--- src/rtl/spi_seq_pkg.sv ---
// Package: shared types of the command sequencer.
// Assumes the lane and state codes are only compared, never used in arithmetic.
package spi_seq_pkg;

    typedef enum logic [1:0] {
        LANE_X1  = 2'b00,
        LANE_X2  = 2'b01,
        LANE_X4  = 2'b10,
        LANE_BAD = 2'b11
    } lane_e;

    typedef enum logic [2:0] {
        ST_IDLE,
        ST_LOAD,
        ST_ISSUE,
        ST_WAIT,
        ST_HALT
    } seq_state_e;

    typedef struct packed {
        lane_e      lane;
        logic       rx;
        logic [1:0] unit;
    } cmd_fields_t;

endpackage

--- src/rtl/seq_regfile.sv ---
// Register file: the command words and byte counts of each slot, plus the sequence length.
// Assumes writes are single-cycle strobes; the last-slot index is clamped to the slot count.
module seq_regfile #(
    parameter int NUM_CMD = 4,
    parameter int CMD_W   = 16,
    parameter int LEN_W   = 32,
    parameter int AW      = 4,
    parameter int PTR_W   = 3
) (
    input  logic                            clk,
    input  logic                            rst_n,
    input  logic                            wr_en,
    input  logic [AW-1:0]                   wr_addr,
    input  logic [LEN_W-1:0]                wr_data,
    output logic [NUM_CMD-1:0][CMD_W-1:0]   cmd_word,
    output logic [NUM_CMD-1:0][LEN_W-1:0]   cmd_len,
    output logic [PTR_W-1:0]                last_idx
);
    localparam int SEQ_ADDR = 2 * NUM_CMD;

    logic [PTR_W-1:0] seq_len_q;

    for (genvar i = 0; i < NUM_CMD; i++) begin : g_slot
        // Holds the command word and byte count of slot i.
        always_ff @(posedge clk) begin
            if (!rst_n) begin
                cmd_word[i] <= '0;
                cmd_len[i]  <= '0;
            end else if (wr_en) begin
                if (wr_addr == AW'(i))
                    cmd_word[i] <= wr_data[CMD_W-1:0];
                if (wr_addr == AW'(NUM_CMD + i))
                    cmd_len[i] <= wr_data;
            end
        end
    end

    // Holds the sequence length field.
    always_ff @(posedge clk) begin
        if (!rst_n)
            seq_len_q <= '0;
        else if (wr_en && wr_addr == AW'(SEQ_ADDR))
            seq_len_q <= wr_data[PTR_W-1:0];
    end

    // Clamps the last slot index to the slots that exist.
    always_comb begin
        if (seq_len_q > PTR_W'(NUM_CMD - 1))
            last_idx = PTR_W'(NUM_CMD - 1);
        else
            last_idx = seq_len_q;
    end

endmodule

--- src/rtl/cmd_decode.sv ---
// Command decoder: splits a command word into lane code, sample flag and unit code.
// Assumes the sample bit only applies to multi-lane codes.
module cmd_decode #(
    parameter int CMD_W = 16
) (
    input  logic [CMD_W-1:0]          word,
    output spi_seq_pkg::cmd_fields_t  fields
);
    import spi_seq_pkg::*;

    lane_e lane;

    // Extracts the fields and qualifies the sample flag by lane width.
    always_comb begin
        lane        = lane_e'(word[1:0]);
        fields.lane = lane;
        fields.rx   = word[2] && (lane == LANE_X2 || lane == LANE_X4);
        fields.unit = word[4:3];
    end

endmodule

--- src/rtl/seq_ctrl.sv ---
// Sequencer control: walks the slots, counts bytes, and drives select, strobe, done and error.
// Assumes byte_ack only arrives while a byte is outstanding; other acks are ignored.
module seq_ctrl #(
    parameter int LEN_W = 32,
    parameter int PTR_W = 3
) (
    input  logic                   clk,
    input  logic                   rst_n,
    input  logic                   seq_en,
    input  logic                   byte_ack,
    input  spi_seq_pkg::lane_e     cur_lane,
    input  logic [LEN_W-1:0]       cur_len,
    input  logic [PTR_W-1:0]       last_idx,
    output logic [PTR_W-1:0]       ptr,
    output logic                   byte_go,
    output logic                   sel_on,
    output logic                   msg_done,
    output logic [PTR_W-1:0]       cmd_err
);
    import spi_seq_pkg::*;

    localparam logic [PTR_W-1:0] ERR_FLAG = PTR_W'(1) << (PTR_W - 1);

    seq_state_e       state;
    logic [LEN_W-1:0] remain;

    // Runs the slot walk and the byte count of the active slot.
    always_ff @(posedge clk) begin
        if (!rst_n || !seq_en) begin
            state    <= ST_IDLE;
            ptr      <= '0;
            remain   <= '0;
            cmd_err  <= '0;
            msg_done <= 1'b0;
        end else begin
            msg_done <= 1'b0;
            case (state)
                ST_IDLE: begin
                    ptr   <= '0;
                    state <= ST_LOAD;
                end
                ST_LOAD: begin
                    if (cur_lane == LANE_BAD) begin
                        cmd_err <= ERR_FLAG | ptr;
                        state   <= ST_HALT;
                    end else if (cur_len == '0) begin
                        if (ptr == last_idx) begin
                            msg_done <= 1'b1;
                            ptr      <= '0;
                            state    <= ST_HALT;
                        end else begin
                            ptr <= ptr + 1'b1;
                        end
                    end else begin
                        remain <= cur_len;
                        state  <= ST_ISSUE;
                    end
                end
                ST_ISSUE: state <= ST_WAIT;
                ST_WAIT: begin
                    if (byte_ack) begin
                        if (remain == LEN_W'(1)) begin
                            remain <= '0;
                            if (ptr == last_idx) begin
                                msg_done <= 1'b1;
                                ptr      <= '0;
                                state    <= ST_HALT;
                            end else begin
                                ptr   <= ptr + 1'b1;
                                state <= ST_LOAD;
                            end
                        end else begin
                            remain <= remain - 1'b1;
                            state  <= ST_ISSUE;
                        end
                    end
                end
                default: state <= ST_HALT;
            endcase
        end
    end

    // Derives the strobe and select from the state.
    always_comb begin
        byte_go = (state == ST_ISSUE);
        sel_on  = (state == ST_LOAD) || (state == ST_ISSUE) || (state == ST_WAIT);
    end

endmodule

--- src/rtl/spi_cmd_seq.sv ---
// Top: multi-mode SPI command sequencer in front of a shift engine.
// Assumes the engine starts a byte on byte_go and answers each byte with byte_ack.
module spi_cmd_seq #(
    parameter int NUM_CMD = 4,
    parameter int CMD_W   = 16,
    parameter int LEN_W   = 32,
    parameter int AW      = 4
) (
    input  logic             clk,
    input  logic             rst_n,
    input  logic             wr_en,
    input  logic [AW-1:0]    wr_addr,
    input  logic [LEN_W-1:0] wr_data,
    input  logic             seq_en,
    input  logic             byte_ack,
    output logic             byte_go,
    output logic [1:0]       lane_mode,
    output logic             lane_rx,
    output logic [1:0]       unit_sel,
    output logic             sel_on,
    output logic             msg_done,
    output logic [2:0]       cmd_ptr,
    output logic [2:0]       cmd_err
);
    import spi_seq_pkg::*;

    localparam int PTR_W = 3;
    localparam int IDX_W = (NUM_CMD > 1) ? $clog2(NUM_CMD) : 1;

    logic [NUM_CMD-1:0][CMD_W-1:0] cmd_word;
    logic [NUM_CMD-1:0][LEN_W-1:0] cmd_len;
    logic [PTR_W-1:0]              last_idx;
    logic [PTR_W-1:0]              ptr;
    cmd_fields_t                   fields;

    seq_regfile #(
        .NUM_CMD(NUM_CMD), .CMD_W(CMD_W), .LEN_W(LEN_W), .AW(AW), .PTR_W(PTR_W)
    ) u_regs (
        .clk(clk), .rst_n(rst_n), .wr_en(wr_en), .wr_addr(wr_addr),
        .wr_data(wr_data), .cmd_word(cmd_word), .cmd_len(cmd_len),
        .last_idx(last_idx)
    );

    cmd_decode #(.CMD_W(CMD_W)) u_dec (
        .word(cmd_word[ptr[IDX_W-1:0]]),
        .fields(fields)
    );

    seq_ctrl #(.LEN_W(LEN_W), .PTR_W(PTR_W)) u_ctrl (
        .clk(clk), .rst_n(rst_n), .seq_en(seq_en), .byte_ack(byte_ack),
        .cur_lane(fields.lane), .cur_len(cmd_len[ptr[IDX_W-1:0]]),
        .last_idx(last_idx), .ptr(ptr), .byte_go(byte_go),
        .sel_on(sel_on), .msg_done(msg_done), .cmd_err(cmd_err)
    );

    // Presents the active slot's fields to the engine.
    always_comb begin
        lane_mode = fields.lane;
        lane_rx   = fields.rx;
        unit_sel  = fields.unit;
        cmd_ptr   = ptr;
    end

endmodule

--- config.mk ---
export PLATFORM = sky130hd
export DESIGN_NAME = spi_cmd_seq
export DESIGN_NICKNAME = d
export VERILOG_FILES = /design/src/rtl/spi_seq_pkg.sv /design/src/rtl/seq_regfile.sv /design/src/rtl/cmd_decode.sv /design/src/rtl/seq_ctrl.sv /design/src/rtl/spi_cmd_seq.sv
export SDC_FILE = /design/constraint.sdc
export NUM_CORES = 1
export LEC_CHECK = 0
export ABC_AREA = 1
export BUFFER_PORTS_ARGS = -buffer_cell sky130_fd_sc_hd__buf_2
export CAP_MARGIN = 15
export CORE_ASPECT_RATIO = 2
export CORE_MARGIN = 10
export CORE_UTILIZATION = 66
export CTS_CLUSTER_DIAMETER = 30
export DETAILED_ROUTE_END_ITERATION = 6
export HOLD_SLACK_MARGIN = 0.05
export PLACE_DENSITY = 0.85
export RECOVER_POWER = 100
export SETUP_SLACK_MARGIN = 0.02
export SYNTH_ARGS = -nofsm -noshare
export SYNTH_HDL_FRONTEND = slang
export SYNTH_SLANG_ARGS = --single-unit
--- constraint.sdc ---
create_clock -name clk -period 4.2 [get_ports clk]
set_input_delay 0 -clock clk [delete_from_list [all_inputs] [get_ports clk]]
set_output_delay 0 -clock clk [all_outputs]
set_load 0.05 [all_outputs]
==> results by group, run 1 <==
Critical path
  • Data arrival, critical path: between 3 and 4 ns
  • FF-to-FF Start: u_ctrl.ptr[1]
  • CP max-delay cell: clkbuf_1
  • Critical path fanouts, max: 33
  • Sum of buffers and inverters on the critical path: 6
  • Worst EP required: about 4.5 ns
  • CP endpoint kind: flip-flop
  • Crit Path Class: input pin to flip-flop
  • CP most frequent cell: clkbuf_1
  • Reg2Reg Depth: 15
  • Worst path cell trace: dlygate4sd3_1 -> clkbuf_1 -> inv_1 -> nor3_1 -> clkbuf_1 -> inv_1 -> clkbuf_1 -> nor2_1 -> nor2_1
  • Worst path max stage delay: around 1.2 ns
  • R2r setup slk: just under 0.9 ns
  • Crit path launch type: input pin
  • Worst R2R End: u_ctrl.ptr[1]
  • CP delay by family, top: buffers and inverters

STA
  • Least-Margin Pin Slew: around 1.6 ns
  • RSZ-0062 raised after global routing: false
  • Worst hold slack: 0.0572 ns
  • Fin Setup TNS: 0 ns
  • Worst slew margin: -0.0944
  • Period minus WS final: 3.56 ns
  • Final setup viols: 0
  • Peak Freq: about 280 MHz
  • Final slew viol count: approximately 160
  • Clk_skew: 0.0118 ns
  • Fin crit share: 0.847
  • Final hold viol count: 0

Routing
  • DR vias/cell: 5.85
  • Post-route ant nets: 0
  • Wire length per cell: between 15 and 20 um
  • Vias post-DR: between 10,000 and 15,000
  • Post-Route WL: slightly below 30 mm
  • Drt drc: 0
  • Drt first-iter violations: around 1,100
  • DRT Pass-1 Iters: 6

Flow run
  • Max_cap viols: 5

Global routing
  • Largest net degree at the start of global routing: slightly below 100
  • GRT Util Overall: 0.290
  • Congestion Overflow GR: 0
  • Initial antenna violation count: 0
  • Vias in the first global route: slightly below 10,000
  • First-pass GRT wire length: ~48 mm

Synth
  • FF+latch count, synth: between 150 and 200
  • Synth area leaders: dfxtp_1, nor2_1, nand2_1
  • Unique cell type count in the Yosys netlist: 29
  • Synth warn: 0
  • Top-count cell post-synth: nor2_1
  • Sequential share of the synthesized area: 0.408
  • Synth cell count leaders: nor2_1, nand2_1, dfxtp_1
  • Post-synthesis async set-or-reset flop share: 0
  • Area fraction of the dominant cell type after synthesis: 0.408
  • Synthesized area per cell: ~6.4 um2
  • Synthesized cell area: 9470 um2
  • Syn Nets: 1,524
  • Main synth FF type: dfxtp_1
  • Post-synth top area cell: dfxtp_1
  • Post-Synthesis Cells: between 1,000 and 1,500
  • EDFF count, synth: 0

CTS
  • Clk sinks: approximately 190
  • Worst-skew pair later-pin latency: ~0.44 ns
  • CTS tree: done
  • Clk root buf: clkbuf_16
  • # H-tree levels: 4
  • Clock tree buffer depth: 2
  • CTS Buf Count: 17
  • Clock Pin Slew Worst Setup and Hold Paths: 0.07 ns

Place
  • Placer Congestion: 0.992
  • Cell Area, Placed: 9760 um2
  • DP HPWL: about 18 mm
  • Number of buffers added on ports: 54

Finish
  • Final instance area: approximately 11,000 um2
  • Layout cell share with drive strength beyond 1: 0.0647
  • Filler Cell Count: roughly 1,100
  • Layout area overhead: 12.3%
  • Layout Nets: roughly 1,600
  • Post-layout util: 0.762
  • Diode count: 0

Die
  • I/O pin count: 55
  • Die area: 19,800 um2
  • Initial Utilization: 0.678
  • Die width: between 100 and 150 um
  • Row count: just over 60
  • Core footprint: approximately 14,000 um2
  • Die height: about 190 um

Hold path
  • Worst Hold Class: input pin to flip-flop
  • Worst min-delay path startpoint: rst_n
  • Cells on Worst Hold Path: 3
  • WHS Endpoint: u_regs.cmd_word[17]

Power
  • Leakage power: 4.77 nW
  • VDD IR max: around 0.34 mV
  • PD cells: around 410 nW/um2

Run status
  • Failing checks: capacitance limit, slew limit
  • Outcome: complete, but fails checks
how the worst max path moves through the flow:
stage,cells past startpoint,from,to
floorplan,7,u_ctrl.ptr[0],lane_rx
global placement,14,u_ctrl.ptr[0],u_ctrl.remain[30]
detailed placement,15,u_ctrl.ptr[1],u_ctrl.ptr[1]
CTS,15,u_ctrl.ptr[0],u_ctrl.remain[4]
global route,11,wr_en,u_regs.cmd_len[55]
finish,9,wr_en,u_regs.cmd_len[88]
layout make-up:
| cell class | instances | area (um2) | share of cell area |
|---|---|---|---|
| multi-input cells | 1129 | 4960 | 0.467 |
| well taps | 189 | 236 | 0.0222 |
| clock inverters | 12 | 135 | 0.0127 |
| repair buffers | 108 | 741 | 0.0696 |
| clock buffers | 19 | 443 | 0.0416 |
| inverters | 68 | 255 | 0.0240 |
| flip-flops and latches | 193 | 3860 | 0.363 |
cells by family after synthesis:
group,Yosys count,share of synthesized area
xor+xnor,16,0.0148
flops,193,0.408
buf+inv,157,0.0689
compound gates,244,0.134
fa+ha+maj,4,0.00528
simple gates,865,0.369
where the power goes:
group / switching, mW / internal [mW]
clock network: 0.708 / 0.891
registers: 0.0389 / 1.88
logic: 0.544 / 0.250
total: 1.29 / 3.02
registers in the layout, summed over array words and instances (netlist names):
name,cells
u_regs.seq_len_q,3
u_ctrl.msg_done,1
u_ctrl.cmd_err,3
u_regs.cmd_word,20
u_ctrl.remain,32
u_ctrl.state,3
u_ctrl.ptr,3
u_regs.cmd_len,128
cells in the final DEF (no fill, tap or decap), types with 19 or more instances in the layout:
cell	count
nand3_1	101
buf_2	41
inv_1	64
dfxtp_1	192
o21ai_0	177
dlygate4sd3_1	36
clkbuf_1	19
nand2_1	297
a21oi_1	38
o22ai_1	23
nor2_1	420
worst register-to-register path: cells and delay by family, from the launching register on:
family / cells / cell delay (ns)
adder cells (fa/ha/maj): 1 / 0.20
buffers and inverters: 5 / 1.64
flip-flops: 1 / 0.32
AND/OR/NAND/NOR: 6 / 0.63
AO/OA/AOI/OAI: 3 / 0.46
layer usage:
| layer | vias up | part of all wire | GRT usage |
|---|---|---|---|
| met1 | 4603 | 0.36 | 0.304 |
| met5 | - | 0 | 0 |
| met4 | 0 | 0.059 | 0.193 |
| met2 | 488 | 0.51 | 0.512 |
| met3 | 138 | 0.069 | 0.0548 |
| li1 | 4824 | - | - |
per-stage QoR:
step                std cells  power (mW)  worst slack, ns
floorplan                1479        2.50            0.493
global placement         1649        2.69             1.44
detailed placement       1650        2.70             1.37
CTS                      1717        4.30             1.32
global route             1718        4.47            0.510
finish                   1718        4.31            0.643
timing repair:
item | in CTS | in global routing
hold buffers | 36 | 0
hold endpoints to repair | 156 | 0
resized for setup | 0 | 0
setup buffers | 0 | 0
endpoints found under the setup margin | 0 | 0
No activity file was read; power rests on OpenSTA's default activity.
==> run 2: changes to the inputs <==
- ABC_AREA: 1 -> 0
- CORE_UTILIZATION: 66 -> 55
- PLACE_DENSITY: 0.85 -> 0.76
- clock period: 4.2 -> 3.1 ns (I/O delays scaled with it)
==> run 2 against run 1 <==
The run still ends with capacitance limit, slew limit left; die area grew 14%; total power is 19% higher; area after synthesis decreased by 2.7%; register-to-register slack lost 0.80 ns; via count down 17%; first-iteration DRC count decreased by 42%; clock skew shrank 0.0035 ns; design area increased by 0.74%; utilization down 11 points; critical path depth unchanged; critical path type is now flip-flop to flip-flop; largest power group unchanged.
==> results by group, run 2 <==
Run status
  • Outcome: complete, but fails checks
  • Failing checks: capacitance limit, slew limit

Critical path
  • Crit path launch type: flip-flop
  • CP endpoint kind: flip-flop
  • Worst R2R End: u_ctrl.remain[24]
  • CP delay by family, top: simple AND/OR/NAND/NOR gates
  • R2r setup slk: 0.07 ns (-0.80 ns)
  • Worst path max stage delay: 0.60 ns (-0.56 ns)
  • Crit Path Class: flip-flop to flip-flop
  • Critical path fanouts, max: 17 (-48%)
  • Reg2Reg Depth: 9 (-6)
  • Data arrival, critical path: 3.35 ns (-0.52 ns)
  • CP max-delay cell: nor4_1
  • Sum of buffers and inverters on the critical path: 2 (-4)
  • FF-to-FF Start: u_ctrl.remain[1]
  • Worst path cell trace: inv_1 -> ha_1 -> or4b_2 -> nor4_1 -> a31o_2 -> buf_4 -> nor2_1 -> o211ai_1 -> o31ai_1
  • Worst EP required: 3.42 ns (-1.09 ns)

Die
  • Die width: 112 um (+6.5%)
  • Die height: 203 um (+7.2%)
  • Die area: 22,700 um2 (+14%)
  • Row count: 66 (+8.2%)
  • Core footprint: 16,400 um2 (+17%)
  • Initial Utilization: 0.564 (-0.114)
  • I/O pin count: 55 (unchanged)

STA
  • Least-Margin Pin Slew: 1.89 ns (+0.245 ns)
  • Worst hold slack: 0.0624 ns (+0.00526 ns)
  • Final hold viol count: 0 (unchanged)
  • Final slew viol count: 234 (+44%)
  • Peak Freq: around 330 MHz
  • Clk_skew: 0.00829 ns (-0.00350 ns)
  • Final setup viols: 0 (unchanged)
  • Fin crit share: 0.976
  • Period minus WS final: 3.03 ns
  • RSZ-0062 raised after global routing: true
  • Worst slew margin: -0.258 (-0.164)

Synth
  • Synth Area in XOR/XNOR: 0.00855 (-0.00624)
  • Post-synth top area cell: dfxtp_1
  • Area fraction of the dominant cell type after synthesis: 0.419 (+0.0112)
  • Post-synthesis async set-or-reset flop share: 0 (unchanged)
  • Sequential share of the synthesized area: 0.419 (+0.0112)
  • Synth Area in Compound Gates: 0.186 (+0.0520)
  • Top-count cell post-synth: nand2_1
  • Synth area leaders: dfxtp_1, nand2_1, a21boi_0
  • Adder-Cell Fraction of Synth Area: 0.00543 (+0.000146)
  • Unique cell type count in the Yosys netlist: 58 (+100%)
  • Synth warn: 0 (unchanged)
  • Main combinational cell family by area after synthesis: simple AND/OR/NAND/NOR gates
  • Synthesized area per cell: 8.61 um2 (+34%)
  • Main synth FF type: dfxtp_1
  • Simple-gate share of the synthesized area: 0.224 (-0.145)
  • Syn Nets: 1,116 (-27%)
  • Post-synthesis mux area share: 0.116 (+0.116)
  • Synthesized cell area: 9220 um2 (-2.7%)
  • FF+latch count, synth: 193 (unchanged)
  • Post-Synthesis Cells: 1,071 (-28%)
  • EDFF count, synth: 0 (unchanged)
  • Synth cell count leaders: nand2_1, dfxtp_1, a21boi_0

Place
  • Number of buffers added on ports: 54 (unchanged)
  • Placed cell count: 1,284 (-22%)
  • Placer Congestion: 0.969 (-2.3%)
  • DP HPWL: 18.1 mm (-1.8%)
  • Cell Area, Placed: 9760 um2 (about the same)

Finish
  • Filler Cell Count: 1,362 (+21%)
  • Diode count: 0 (unchanged)
  • Post-layout util: 0.655 (-0.106)
  • Layout cell share with drive strength beyond 1: 0.134 (+0.0691)
  • Biggest regs: u_regs.cmd_len (128), u_ctrl.remain (32), u_regs.cmd_word (20)
  • Multi-input logic area: 5020 um2 (+1.1%)
  • Layout Nets: 1,190 (-24%)
  • Commonest non-fill, non-tap cell in the layout: nand2_1
  • Largest Register: u_regs.cmd_len
  • Final instance area: 10,700 um2 (+0.74%)
  • Commonest cells after routing, fill and taps aside: nand2_1, dfxtp_1, a21boi_0
  • Final Non-Filler Cells: 1,362 (-21%)
  • Register area: 3870 um2 (+0.16%)
  • Layout area overhead: 16.3%
  • Largest register FFs: 128 (unchanged)

Routing
  • Drt drc: 0 (unchanged)
  • Post-route ant nets: 0 (unchanged)
  • Vias post-DR: 8,352 (-17%)
  • Drt first-iter violations: 644 (-42%)
  • Post-Route WL: 27.3 mm (-5.7%)
  • Wire length per cell: 20.0 um (+19%)
  • DRT Pass-1 Iters: 7 (+1)
  • DR vias/cell: 6.13 (+4.8%)

Hold path
  • Cells on Worst Hold Path: 4 (+1)
  • Worst Hold Class: input pin to flip-flop
  • Worst min-delay path startpoint: wr_addr[3]
  • WHS Endpoint: u_regs.seq_len_q[1]

CTS
  • Clk sinks: 193 (unchanged)
  • CTS tree: done
  • Worst-skew pair later-pin latency: 0.44 ns (about the same)
  • CTS Buf Count: 17 (unchanged)
  • Clock tree buffer depth: 2 (unchanged)
  • Clock Pin Slew Worst Setup and Hold Paths: 0.07 ns (about the same)
  • # H-tree levels: 4 (unchanged)
  • Clk root buf: clkbuf_16

Global routing
  • Largest net degree at the start of global routing: 102 (+4.1%)
  • Vias in the first global route: 8,129 (-18%)
  • GRT Util Overall: 0.237 (-0.0528)
  • Initial antenna violation count: 0 (unchanged)
  • Congestion Overflow GR: 0 (unchanged)
  • First-pass GRT wire length: 43.9 mm (-8.4%)

Power
  • Total power draw: 5.12 mW (+19%)
  • Leakage power: 3.78 nW (-21%)
  • PD cells: 477 nW/um2 (+18%)
  • VDD IR max: 0.326 mV (-3.3%)

Flow run
  • Max_cap viols: 5 (unchanged)
[run 2: worst max path at each step]
stage                           startpoint           endpoint  slack [ns]  cells past startpoint
after floorplan              u_ctrl.ptr[0]  u_ctrl.remain[16]        0.03                     12
after global placement       u_ctrl.ptr[1]      u_ctrl.ptr[2]        0.01                      8
after detailed placement     u_ctrl.ptr[1]      u_ctrl.ptr[2]        0.02                      8
after CTS                    u_ctrl.ptr[1]      u_ctrl.ptr[2]        0.06                      8
after global routing         u_ctrl.ptr[1]      u_ctrl.ptr[2]       -0.05                      8
final                     u_ctrl.remain[1]  u_ctrl.remain[24]        0.07                      9
[run 2: cell families after synthesis]
logic type	count (synthesis)
AO/OA/AOI/OAI	243
multiplexers	58
flip-flops	193
buffers and inverters	91
AND/OR/NAND/NOR	473
adder cells (fa/ha/maj)	4
XOR/XNOR	9
[run 2: metrics by stage]
step           worst slack [ns]  setup TNS (ns)
3_3_place_gp             0.0111               0
5_1_grt                 -0.0451         -0.0451
2_1_floorplan            0.0316               0
6_report                 0.0732               0
3_5_place_dp             0.0153               0
4_1_cts                  0.0633               0
[run 2: worst register-to-register path: cells and delay by family (launching register included)]
| family | cells | cell delay, ns |
|---|---|---|
| and+or+nand+nor | 3 | 1.26 |
| AOI/OAI and AO/OA | 3 | 0.75 |
| buffers and inverters | 2 | 0.39 |
| DFF | 1 | 0.32 |
| adders and majority gates | 1 | 0.19 |
[run 2: area by class of cell]
cell class | count | area share
Timing Repair Buffer | 140 | 0.0933
Clock inverter | 9 | 0.00770
Multi-Input combinational cell | 787 | 0.468
Tap cell | 204 | 0.0238
Clock buffer | 23 | 0.0437
Inverter | 6 | 0.00210
Sequential cell | 193 | 0.361
[run 2: per-layer routing]
metal	up-vias	wire, um	global-route usage
li1	3884	-	-
met1	3992	9860	0.253
met2	377	14200	0.420
met3	99	1670	0.0469
met4	0	1550	0.138
met5	-	0	0
[run 2: report_power, final]
part	total, mW	switching (mW)	internal (mW)
Sequential	2.53	0.0252	2.51
Clock	2.09	0.945	1.15
Combinational	0.488	0.297	0.192
Total	5.12	1.27	3.85
[run 2: timing repair]
action / 4_1_cts / 5_1_grt
endpoints found under the setup margin: 1 / 4
buffers inserted: 0 / 7
resized for setup: 1 / 2
hold buffers: 39 / 0
hold endpoints to repair: 153 / 0
pin swaps: 0 / 0
